===== src/rtl/wide_wr_master.sv =====
module wide_wr_master #(
  parameter int LEN_W = 8
) (
  input  logic             clk,
  input  logic             rst_n,
  input  logic             start,
  input  logic [3:0]       cmd,
  input  logic [31:0]      addr,
  input  logic [LEN_W-1:0] burst_len,
  input  logic [31:0]      q_data0,
  input  logic [3:0]       q_be0_n,
  input  logic [31:0]      q_data1,
  input  logic [3:0]       q_be1_n,
  output logic [1:0]       q_adv,
  output logic             busy,
  output logic             frame_n,
  output logic             req64_n,
  output logic             irdy_n,
  output logic [63:0]      ad,
  output logic             ad_hi_oe,
  output logic [7:0]       cbe_n,
  input  logic             devsel_n,
  input  logic             trdy_n,
  input  logic             ack64_n
);

  typedef enum logic [1:0] {S_IDLE, S_ADDR, S_DATA} st_t;

  st_t             state;
  logic [LEN_W-1:0] rem;
  logic            seen;
  logic            wide;

  logic dphase, aphase, two_left, hold, last, xfer, wide_now, take2, hi_on;

  assign aphase   = state == S_ADDR;
  assign dphase   = state == S_DATA;
  assign two_left = rem >= LEN_W'(2);
  assign hold     = dphase && !seen && rem == LEN_W'(2);
  assign last     = rem == LEN_W'(1) || (seen && wide && rem == LEN_W'(2));

  assign irdy_n   = !(dphase && !hold);
  assign frame_n  = !(aphase || (dphase && !last));
  assign req64_n  = frame_n;
  assign busy     = state != S_IDLE;

  assign xfer     = !irdy_n && !trdy_n && !devsel_n;
  assign wide_now = seen ? wide : !ack64_n;
  assign take2    = xfer && wide_now && two_left;
  assign q_adv    = take2 ? 2'd2 : {1'b0, xfer};

  assign hi_on    = dphase && (!seen || wide);
  assign ad_hi_oe = hi_on;

  assign ad[31:0]    = aphase ? addr : (dphase ? q_data0 : 32'd0);
  assign ad[63:32]   = (hi_on && two_left) ? q_data1 : 32'd0;
  assign cbe_n[3:0]  = aphase ? cmd : (dphase ? q_be0_n : 4'hF);
  assign cbe_n[7:4]  = (hi_on && two_left) ? q_be1_n : 4'hF;

  always_ff @(posedge clk) begin
    if (!rst_n) begin
      state <= S_IDLE;
      rem   <= '0;
      seen  <= 1'b0;
      wide  <= 1'b0;
    end else begin
      case (state)
        S_IDLE: if (start && burst_len != '0) begin
          state <= S_ADDR;
          rem   <= burst_len;
          seen  <= 1'b0;
          wide  <= 1'b1;
        end
        S_ADDR: state <= S_DATA;
        S_DATA: begin
          if (!devsel_n && !seen) begin
            seen <= 1'b1;
            wide <= !ack64_n;
          end
          if (xfer) begin
            rem <= rem - (take2 ? LEN_W'(2) : LEN_W'(1));
            if (last) state <= S_IDLE;
          end
        end
        default: state <= S_IDLE;
      endcase
    end
  end

  assert_frame_from_idle_R2: assert property (@(posedge clk) disable iff (!rst_n)
    $fell(frame_n) |-> !req64_n && irdy_n && $past(state) == S_IDLE);

  assert_pair_needs_ack_R4: assert property (@(posedge clk) disable iff (!rst_n)
    (q_adv == 2'd2) |-> !ack64_n && !trdy_n);

  assert_fallback_lower_only_R5: assert property (@(posedge clk) disable iff (!rst_n)
    (dphase && xfer && ack64_n && !last) |=> (!ad_hi_oe && cbe_n[7:4] == 4'hF));

  assert_wait_holds_lanes_R6: assert property (@(posedge clk) disable iff (!rst_n)
    (!irdy_n && trdy_n) |=> (!irdy_n && $stable(ad[31:0]) && $stable(cbe_n[3:0])));

  assert_frame_stays_high_R7: assert property (@(posedge clk) disable iff (!rst_n)
    (dphase && frame_n && !xfer) |=> frame_n);

  assert_end_after_last_R7: assert property (@(posedge clk) disable iff (!rst_n)
    (xfer && frame_n) |=> (frame_n && irdy_n && !busy));

endmodule


===== config.mk =====
export PLATFORM = sky130hd
export DESIGN_NAME = wide_wr_master
export DESIGN_NICKNAME = d
export VERILOG_FILES = /design/src/rtl/wide_wr_master.sv
export SDC_FILE = /design/constraint.sdc
export NUM_CORES = 1
export LEC_CHECK = 0
export BUFFER_PORTS_ARGS = -buffer_cell sky130_fd_sc_hd__buf_2
export CAP_MARGIN = 15
export CORE_AREA = 2 2 78 80
export CTS_CLUSTER_SIZE = 8
export DETAILED_ROUTE_END_ITERATION = 7
export DIE_AREA = 0 0 80 82
export GPL_TIMING_DRIVEN = 1
export MAX_ROUTING_LAYER = met4
export PLACE_DENSITY = 0.7
export SLEW_MARGIN = 30
export SYNTH_ARGS = -nofsm -noshare
export SYNTH_HDL_FRONTEND = slang
export SYNTH_SLANG_ARGS = --single-unit
export TNS_END_PERCENT = 30

===== constraint.sdc =====
create_clock -name clk -period 6.6 [get_ports clk]
set_input_delay 0.99 -clock clk [delete_from_list [all_inputs] [get_ports clk]]
set_output_delay 0.99 -clock clk [all_outputs]
set_load 0.01 [all_outputs]

== After elaboration in Yosys (flattened, before gate mapping) ==
Index checks and enable logic that the tools add are counted.
Operators by class
  mux-type cells: 22
  equal/unequal tests: 8
  $add $sub $neg: 1
  $lt $le $gt $ge: 1
  reductions and logical operators: 32
Operators by type and width (number)
  $mux W32: 3
  $mux W8: 2
  $pmux W8 S2: 1
  $logic_and A1 B1 Y1: 14
  $mux W4: 3
  $mux W2: 5
  $reduce_and A3 Y1: 3
  $eq A8 B1 Y1 const B: 1
  $eq A8 B2 Y1 const B: 1
  $ge A8 B2 Y1 const B: 1
  $logic_not A1 Y1: 8
  $reduce_bool A8 Y1: 1
  $sub A8 B2 Y8: 1
  $ne A2 B1 Y1 const B: 3
  $pmux W2 S3: 1
  $mux W1: 5
  $pmux W1 S2: 2
  $reduce_bool A2 Y1: 2
  $logic_or A1 B1 Y1: 3
  $eq A2 B1 Y1 const B: 1
  $eq A2 B2 Y1 const B: 1
  $logic_not A2 Y1: 1
  $ne A2 B2 Y1 const B: 1
Word-level totals
  word-level logic and storage cells: 68
  output and inout bits: 79
  input port bits: 122
  register bits: 12

== Longest topological paths before layout ==
Gate-level depths: netlist of the first run.
  word-level depth: 13
  gate-level depth with buffers: 12
  mapped depth without buffers: 11

== Least setup slack after synthesis of the first run ==
No wires, ideal clock.
  path type: input to register
  from: input port trdy_n
  to: register rem[6]
  arrival: 3257 ps
  stages on the path: 9
  data required time: 6476 ps
  setup time: 124 ps
  slack: 3219 ps
  buffers on the path: 0
  path through: nor4b_2 -> o31ai_4 -> nor4_1 -> inv_1 -> fa_1 -> or3_1 -> o31a_1 -> nor3_1 -> o41ai_1
On the way
  word-level cells in the longest chain between the ends: 9
Ends and longest elaborated chain
  from (decl): line 23  | input logic trdy_n,
  $logic_not A1 Y1: line 47  | assign xfer = !irdy_n && !trdy_n && !devsel_n;
  $logic_and A1 B1 Y1 (2 in a row): line 47
  $logic_and A1 B1 Y1 (2 in a row): line 49  | assign take2 = xfer && wide_now && two_left;
  net take2: line 34  | logic dphase, aphase, two_left, hold, last, xfer, wide_now, take2, hi_on;
  $mux W2: line 81  | rem <= rem - (take2 ? LEN_W'(2) : LEN_W'(1));
  $sub A8 B2 Y8: line 81
  $mux W8: line 80  | if (xfer) begin
  $pmux W8 S2: line 67  | case (state)
  to (signal assigned): line 70  | rem <= burst_len;
  to (signal assigned): line 81
  to (decl): line 30  | logic [LEN_W-1:0] rem;
The timed path passes the listed nets, and every way through them passes these cells. The select of a mux whose other input is x is not followed.
A chain may end at the register's enable or synchronous reset.

== Final worst setup path of the first run ==
  from: input port trdy_n
  to: register rem[6]
On the way
  word-level cells in the longest chain between the ends: 9
Ends and longest elaborated chain (line)
  $logic_not A1 Y1 (*): 47
  $logic_and A1 B1 Y1 (*) (2 in a row): 47
  $logic_and A1 B1 Y1 (2 in a row): 49
  $mux W2: 81
  $sub A8 B2 Y8: 81
  $mux W8: 80
  $pmux W8 S2: 67
Every way passes the cells marked *; elsewhere a longest branch is shown, timed or not. The select of a mux whose other input is x is not followed.

==> impl_metrics.ini, run 1 <==
[route]
routed_wl_um = 7355
drc = 0
drtIter0Drc = 201
vias_per_cell = 5.050
wl_per_cell_um = 16.06
vias = 2313
ant_nets = 0
first_pass_iters = 4

[clocking]
cts_root_buf = clkbuf_8
cts_tree = built
cts_sinks = 12
cts_buffers = 3
cts_buffer_depth = 2
cts_setup_buffers = 0
ctsResizeCount = 0
cts_hold_buf = 0
h-tree-depth = 1
clk_pin_slew_ns = 0.05
clock_latency_ns = 0.24

[global_route]
grt_max_degree = 42
antenna_found_initial = 1
grt_pass1_wl_um = 10360
grtUsageTotal = 0.2136
grt_overflow = 0
grt_pass1_vias = 2006

[critical_path]
worstSetupPathType = in2reg
startpoint = trdy_n
crit_arrival_ns = 3.56
worstPathRequired_ns = 6.72
slowest_stage = fa_1
rr_worst_depth = 11
endpoint = rem[6]$_SDFFE_PN0P_
startpoint_type = input port
max_stage_delay_ns = 0.46
reg2reg_from = rem[4]$_SDFFE_PN0P_
worstPathMaxFanout = 7
crit_path_end_kind = flop
r2r-end = rem[6]$_SDFFE_PN0P_
reg2reg_slack_ns = 3.25
crit_chain = buf_2, nor4b_2, o31ai_4, nor4_1, inv_1, fa_1, or3_1, o31a_1, nor3_1, o41ai_1

[yosys]
synthDistinctLibCells = 44
syn-num-nets = 320
ys_seq_elements = 12
yosysSeqAreaShare = 0.1615
syn_area_um2 = 1488
postSynthAreaPerCell_um2 = 7.629
synthCells = 195
yosysWarningCount = 0

[timing]
fin_ws_ns = 3.158
min_period_ns = 3.442
setup_violations = 0
clock-skew-final_ns = 0.001661
finalCritPeriodShare = 0.5215
hold_viol_final = 0
worstMarginPinSlew_ns = 0.8840
finalSetupTns_ns = 0
max_slew_margin = 0.4107
drv_slew = 0
fmax_ghz = 0.2905
grt_setup_unrepaired = false

[cells_and_area]
drive_gt1_frac = 0.5602
final_common_cell = buf_2
multi_input_area_um2 = 1156
final_cell_mix = buf_2, and2_1, a22o_1, dfxtp_1
fillers = 590
syn_to_final_growth_pct = 72.67
nNetsFinal = 509
seq_area_um2 = 240.2

[placement]
gp_congestion = 0.8798
port_buffers = 200
dp_slack_ns = 2.907
hpwl_um = 6224

[worst_hold_path]
hold_path.startpoint = rem[7]$_SDFFE_PN0P_
hp-class = reg2reg

[power_and_ir_drop]
ir_drop_mv = 0.06924
power.density_nw_per_um2 = 133.3
leakage_nw = 1.429

[die]
rows = 28
io_pins = 201
die-area_um2 = 6560
start_util = 0.2589
dieWidth_um = 80
core_area_um2 = 5746
chipHeight_um = 82

[outcome]
status = finished, final reports clean

[job]
drv_cap = 0
## metal layers
| metal | vias to the layer above | global-route usage | wire [µm] | part of all wire |
|---|---|---|---|---|
| li1 | 1110 | - | - | - |
| met1 | 1033 | 0.2943 | 3297 | 0.45 |
| met2 | 160 | 0.3192 | 3151 | 0.43 |
| met3 | 10 | 0.05385 | 825 | 0.11 |
| met4 | 0 | 0.03729 | 80 | 0.011 |
| met5 | - | - | 0 | 0 |
## stage by stage
stage          instance area [µm²]  std cells  utilization  power [mW]  hold WS, ns
5_1_grt                       2569        458       0.4471      0.3659       0.5091
4_1_cts                       2566        457       0.4466      0.3413       0.4912
3_5_place_dp                  2525        454       0.4395      0.2731       0.4836
2_1_floorplan                 1488        195            -      0.1921       0.4495
3_3_place_gp                  2520        454       0.4386      0.2702       0.4608
6_report                      2569        458       0.4471      0.3424       0.4908
## worst min path at each step
stage,to,cells after the start
2_1_floorplan,rem[7]$_SDFFE_PN0P_,2
3_3_place_gp,rem[7]$_SDFFE_PN0P_,2
3_5_place_dp,rem[7]$_SDFFE_PN0P_,2
4_1_cts,rem[7]$_SDFFE_PN0P_,2
5_1_grt,rem[7]$_SDFFE_PN0P_,2
6_report,rem[7]$_SDFFE_PN0P_,2
## cell usage after synthesis, drive strengths merged
cell	count	area, µm²
nor3	8	50.05
o211a	1	10.01
o22a	4	35.03
a22oi	1	7.510
inv	4	15.01
o21ai	2	10.00
buf	3	26.27
or2	1	6.260
a2bb2oi	1	8.760
o22ai	2	12.51
a22o	32	280.3
a21oi	6	30.03
nor2b	5	31.28
or3b	1	8.760
nor4b	1	15.01
o211ai	1	12.51
and2	33	206.5
nand2	10	40.04
o32ai	2	17.52
a32o	2	20.02
or4	2	15.01
a311oi	1	8.760
nor4	5	31.28
or3	5	31.28
a211oi	3	22.52
clkinv	1	3.750
o31ai	3	36.28
nand4b	1	8.760
dfxtp	12	240.2
o31a	3	26.28
a211o	1	8.760
nand4	1	6.260
fa	1	20.02
a221oi	1	8.760
nand2b	7	43.79
ha	2	25.02
o41ai	2	17.52
clkbuf	15	56.30
nor2	9	33.78
## cells by family (layout without fill, tap and decap cells)
logic type,count (synthesis),in the layout,synth area share
buffers and inverters,23,210,0.06811
AND/OR/NAND/NOR,89,89,0.3549
flip-flops,12,12,0.1615
adder cells (fa/ha/maj),3,3,0.03028
AO/OA/AOI/OAI,68,68,0.3852
other,0,1,0
## state kept, by name, indices dropped and copies added, names as in the netlist
name   flops
rem        8
seen       1
state      2
wide       1
## critical path: cells and delay by family
kind	cells	cell delay, ns
compound gates	3	0.54
simple gates	4	1.31
fa+ha+maj	1	0.46
buf+inv	2	0.27
## power breakdown
part	switching [mW]	total, mW	internal (mW)
Sequential	0.00965	0.0890	0.0794
Combinational	0.0970	0.184	0.0872
Clock	0.0288	0.0692	0.0404
Total	0.135	0.342	0.207
## area by class of cell
cell class	instances	area share
Clock buffer	3	0.01607
Timing Repair Buffer	202	0.3955
Inverter	5	0.007306
Sequential cell	12	0.09352
Multi-Input combinational cell	160	0.4501
Antenna cell	1	0.0009742
Tap cell	75	0.03653
(Power assumes the default switching activity.)
==> inputs of run 2 (changes only) <==
Clock period 6.6 ns to 3.54 ns, I/O delays scaled along.
==> impl_metrics.ini, run 2 (synthesized netlist as in run 1, its figures left out) <==
[global_route]
grt_pass1_vias = 2111
grt_overflow = 0
grt_max_degree = 42
grt_pass1_wl_um = 10730
grtUsageTotal = 0.2205
antenna_found_initial = 1

[cells_and_area]
reg.largest.list = rem (8), state (2)
regMostFlops = rem
stdcell_count = 462
syn_to_final_growth_pct = 74.77
final_common_cell = buf_2
nNetsFinal = 512
final_cell_mix = buf_2, and2_1, a22o_1, dfxtp_1
fillers = 614
drive_gt1_frac = 0.5648
final_area_um2 = 2600
largest_register_ffs = 8

[route]
vias_per_cell = 5.056
wl_per_cell_um = 16.06
ant_nets = 0
routed_wl_um = 7418
routed.top_layer = met4
vias = 2336
first_pass_iters = 6
wl_met1_um = 3257
drtIter0Drc = 176
dr_wl_met3_um = 848
drc = 0
met2_length_um = 3171

[clocking]
cts_buffers = 3
ctsResizeCount = 0
cts_hold_buf = 0
cts_root_buf = clkbuf_8
cts_buffer_depth = 2
cts_sinks = 12
clock_latency_ns = 0.24
h-tree-depth = 1
clk_pin_slew_ns = 0.06
cts_setup_buffers = 0
cts_tree = built

[critical_path]
startpoint_type = flop
worstSetupPathType = reg2reg
slowest_stage = or3_1
crit_chain = or3_1, o31ai_4, nor4_1, inv_1, ha_1, inv_1, fa_1, or3_1, o31a_1, nor3_1, o41ai_1
crit_path_end_kind = flop
cp_top_family = simple AND/OR/NAND/NOR gates
crit_arrival_ns = 3.29
worstPathMaxFanout = 8
cp_num_buf_inv = 2
worstPathRequired_ns = 3.66
reg2reg_slack_ns = 0.37
max_stage_delay_ns = 0.54

[die]
chipHeight_um = 82
dieWidth_um = 80
die-area_um2 = 6560
core_area_um2 = 5746
io_pins = 201
start_util = 0.2589
rows = 28

[timing]
finalSetupTns_ns = 0
grt_setup_unrepaired = false
drv_slew = 0
holdWs_ns = 0.4790
hold_viol_final = 0
max_slew_margin = 0.7119
min_period_ns = 3.171
finalCritPeriodShare = 0.8958
clock-skew-final_ns = 0.002839
worstMarginPinSlew_ns = 0.4309
fmax_ghz = 0.3154
setup_violations = 0

[power_and_ir_drop]
power.density_nw_per_um2 = 256.9
leakage_nw = 1.448
ir_drop_mv = 0.1550

[placement]
hpwl_um = 6312
placed_cells = 457
place_area_um2 = 2542
port_buffers = 200
gp_congestion = 0.8924

[job]
drv_cap = 0

[worst_hold_path]
hp-class = in2reg

[outcome]
status = finished, final reports clean
[run 2: final timing paths]
kind / startpoint / end / cells past startpoint
max reg2reg: rem[4]$_SDFFE_PN0P_ / rem[6]$_SDFFE_PN0P_ / 11
max: rem[4]$_SDFFE_PN0P_ / rem[6]$_SDFFE_PN0P_ / 11
min reg2reg: rem[7]$_SDFFE_PN0P_ / rem[7]$_SDFFE_PN0P_ / 2
min: ack64_n / wide$_SDFFE_PN0P_ / 2
[run 2: through the flow]
| stage | setup WS (ns) | utilization | power (mW) |
|---|---|---|---|
| after global placement | 0.4479 | 0.4425 | 0.5054 |
| after detailed placement | 0.2950 | 0.4425 | 0.5114 |
| after CTS | 0.4088 | 0.4521 | 0.6655 |
| after floorplan | 0.5662 | - | 0.3582 |
| after global routing | 0.1149 | 0.4525 | 0.7121 |
| final | 0.3690 | 0.4525 | 0.6678 |
[run 2: power by group]
group | switching (mW) | total (mW) | internal [mW] | leakage, nW
Clock | 0.0566 | 0.155 | 0.0985 | 0.0288
Combinational | 0.184 | 0.348 | 0.164 | 1.32
Sequential | 0.0165 | 0.164 | 0.148 | 0.0989
[run 2: final cells by class]
| cell class | instances | area (µm²) | area share |
|---|---|---|---|
| antenna | 1 | 2.502 | 0.0009625 |
| tap | 75 | 93.84 | 0.03609 |
| clock buffer | 4 | 55.05 | 0.02117 |
| sequential | 12 | 240.2 | 0.09240 |
| multi-input combinational | 160 | 1151 | 0.4427 |
| timing repair buffer | 205 | 1039 | 0.3994 |
| inverter | 5 | 18.77 | 0.007218 |
[run 2: worst reg2reg max path: stages (launching register included)]
cell and delay (ns):
dfxtp_1 0.38, or3_1 0.54, o31ai_4 0.30, nor4_1 0.11, inv_1 0.14, ha_1 0.20
inv_1 0.06, fa_1 0.41, or3_1 0.40, o31a_1 0.27, nor3_1 0.17, o41ai_1 0.08
[run 2: routing by layer]
layer	global-route usage	vias to the layer above
met5	-	-
li1	-	1122
met2	0.3408	153
met3	0.08352	13
met1	0.2779	1048
met4	0.03898	0
==> inputs of run 3 (changes only) <==
Settings changed: BUFFER_PORTS_ARGS -buffer_cell sky130_fd_sc_hd__buf_2 to not set, CORE_AREA 2 2 78 80 to 2 2 77 79, DIE_AREA 0 0 80 82 to 0 0 79 81, DONT_BUFFER_PORTS set to 1, PLACE_DENSITY 0.7 to not set.
==> impl_metrics.ini, run 3 (synthesized netlist as in run 1, its figures left out) <==
[timing]
drv_slew = 0
clock-skew-final_ns = 0.003313
finalSetupTns_ns = 0
hold_viol_final = 0
finalCritPeriodShare = 0.8834
min_period_ns = 3.127
fmax_ghz = 0.3198
fin_ws_ns = 0.4128
grt_setup_unrepaired = false
max_slew_margin = 0.4859
setup_violations = 0
worstMarginPinSlew_ns = 0.7735

[cells_and_area]
final_area_um2 = 1629
drive_gt1_frac = 0.1016
syn_to_final_growth_pct = 9.504
stdcell_count = 272
largest_register_ffs = 8
final_common_cell = and2_1
regMostFlops = rem
nNetsFinal = 313
reg.largest.list = rem (8), state (2)
final_cell_mix = and2_1, a22o_1, dfxtp_1, nor2_1, nand2_1

[global_route]
grt_overflow = 0
grtUsageTotal = 0.1904
grt_max_degree = 37
grt_pass1_vias = 1368
antenna_found_initial = 10
grt_pass1_wl_um = 8638

[placement]
placed_cells = 258
hpwl_um = 5482
dp_slack_ns = 0.4349
gp_congestion = 0.9239
port_buffers = 0
place_area_um2 = 1549

[clocking]
clock_latency_ns = 0.25
ctsResizeCount = 0
cts_tree = built
cts_setup_buffers = 0
cts_buffer_depth = 2
cts_buffers = 3
cts_root_buf = clkbuf_8
cts_sinks = 12
clk_pin_slew_ns = 0.06
h-tree-depth = 1
cts_hold_buf = 0

[die]
rows = 28
start_util = 0.2621
die-area_um2 = 6399
dieWidth_um = 79
core_area_um2 = 5675
chipHeight_um = 81
io_pins = 201

[route]
vias_per_cell = 6.037
vias = 1642
wl_per_cell_um = 23.94
drc = 0
drtIter0Drc = 114
first_pass_iters = 5
routed_wl_um = 6512
ant_nets = 0

[power_and_ir_drop]
power.density_nw_per_um2 = 336.9
leakage_nw = 0.5859
ir_drop_mv = 0.1631

[worst_hold_path]
hold_depth = 1
hold_path.startpoint = ack64_n
min_to = wide$_SDFFE_PN0P_
hp-class = in2reg

[critical_path]
rr_worst_depth = 11
r2r-end = rem[6]$_SDFFE_PN0P_
reg2reg_slack_ns = 0.41
worstPathMaxFanout = 8
crit_arrival_ns = 3.25
worstSetupPathType = reg2reg
worstPathRequired_ns = 3.66
startpoint_type = flop
reg2reg_from = rem[4]$_SDFFE_PN0P_
crit_path_end_kind = flop

[job]
drv_cap = 0

[outcome]
status = finished, final reports clean
==> run 3: changes by cell type in the layout (fill, tap and decap cells not counted), sizes merged <==
cell   before  now
buf       205    6
diode       1   10
==> run 3: area by class of cell <==
cell class	instances	area (µm²)
antenna	10	25.02
sequential	12	240.2
tap	75	93.84
timing repair buffer	6	45.04
clock buffer	4	55.05
inverter	5	18.77
fill	617	4046
multi-input combinational	160	1151
==> run 3: how the worst max path moves through the flow <==
stage | startpoint | endpoint | cells past startpoint
finish | rem[4]$_SDFFE_PN0P_ | rem[6]$_SDFFE_PN0P_ | 11
global route | rem[4]$_SDFFE_PN0P_ | rem[6]$_SDFFE_PN0P_ | 11
CTS | rem[4]$_SDFFE_PN0P_ | rem[6]$_SDFFE_PN0P_ | 11
detailed placement | rem[4]$_SDFFE_PN0P_ | rem[6]$_SDFFE_PN0P_ | 11
global placement | rem[4]$_SDFFE_PN0P_ | rem[6]$_SDFFE_PN0P_ | 11
floorplan | rem[4]$_SDFFE_PN0P_ | rem[6]$_SDFFE_PN0P_ | 12
==> run 3: where the power goes <==
group | internal [mW] | switching, mW | total (mW)
Clock | 0.0985 | 0.0564 | 0.155
Combinational | 0.0839 | 0.146 | 0.230
Sequential | 0.148 | 0.0160 | 0.164
==> run 3: stage by stage <==
step / hold WS (ns) / power, mW / util
finish: 0.3769 / 0.5489 / 0.2870
global route: 0.3883 / 0.5823 / 0.2870
CTS: 0.3741 / 0.5503 / 0.2826
detailed placement: 0.4817 / 0.3944 / 0.2729
global placement: 0.4678 / 0.3904 / 0.2729
floorplan: 0.4495 / 0.3582 / -
==> run 3: layer usage <==
metal,wire [µm],vias to the layer above,global-route usage
li1,-,741,-
met1,2401,761,0.2162
met2,2764,136,0.2644
met3,1309,4,0.1533
met4,36,0,0.03103
met5,0,-,-
==> run 3: worst max-delay path, stage by stage, from the launching register on <==
cell and delay [ns]:
dfxtp_1 0.37, or3_1 0.54, o31ai_4 0.31, nor4_1 0.10, inv_1 0.13, ha_1 0.18
inv_1 0.05, fa_1 0.39, or3_1 0.39, o31a_1 0.26, nor3_1 0.18, o41ai_1 0.09
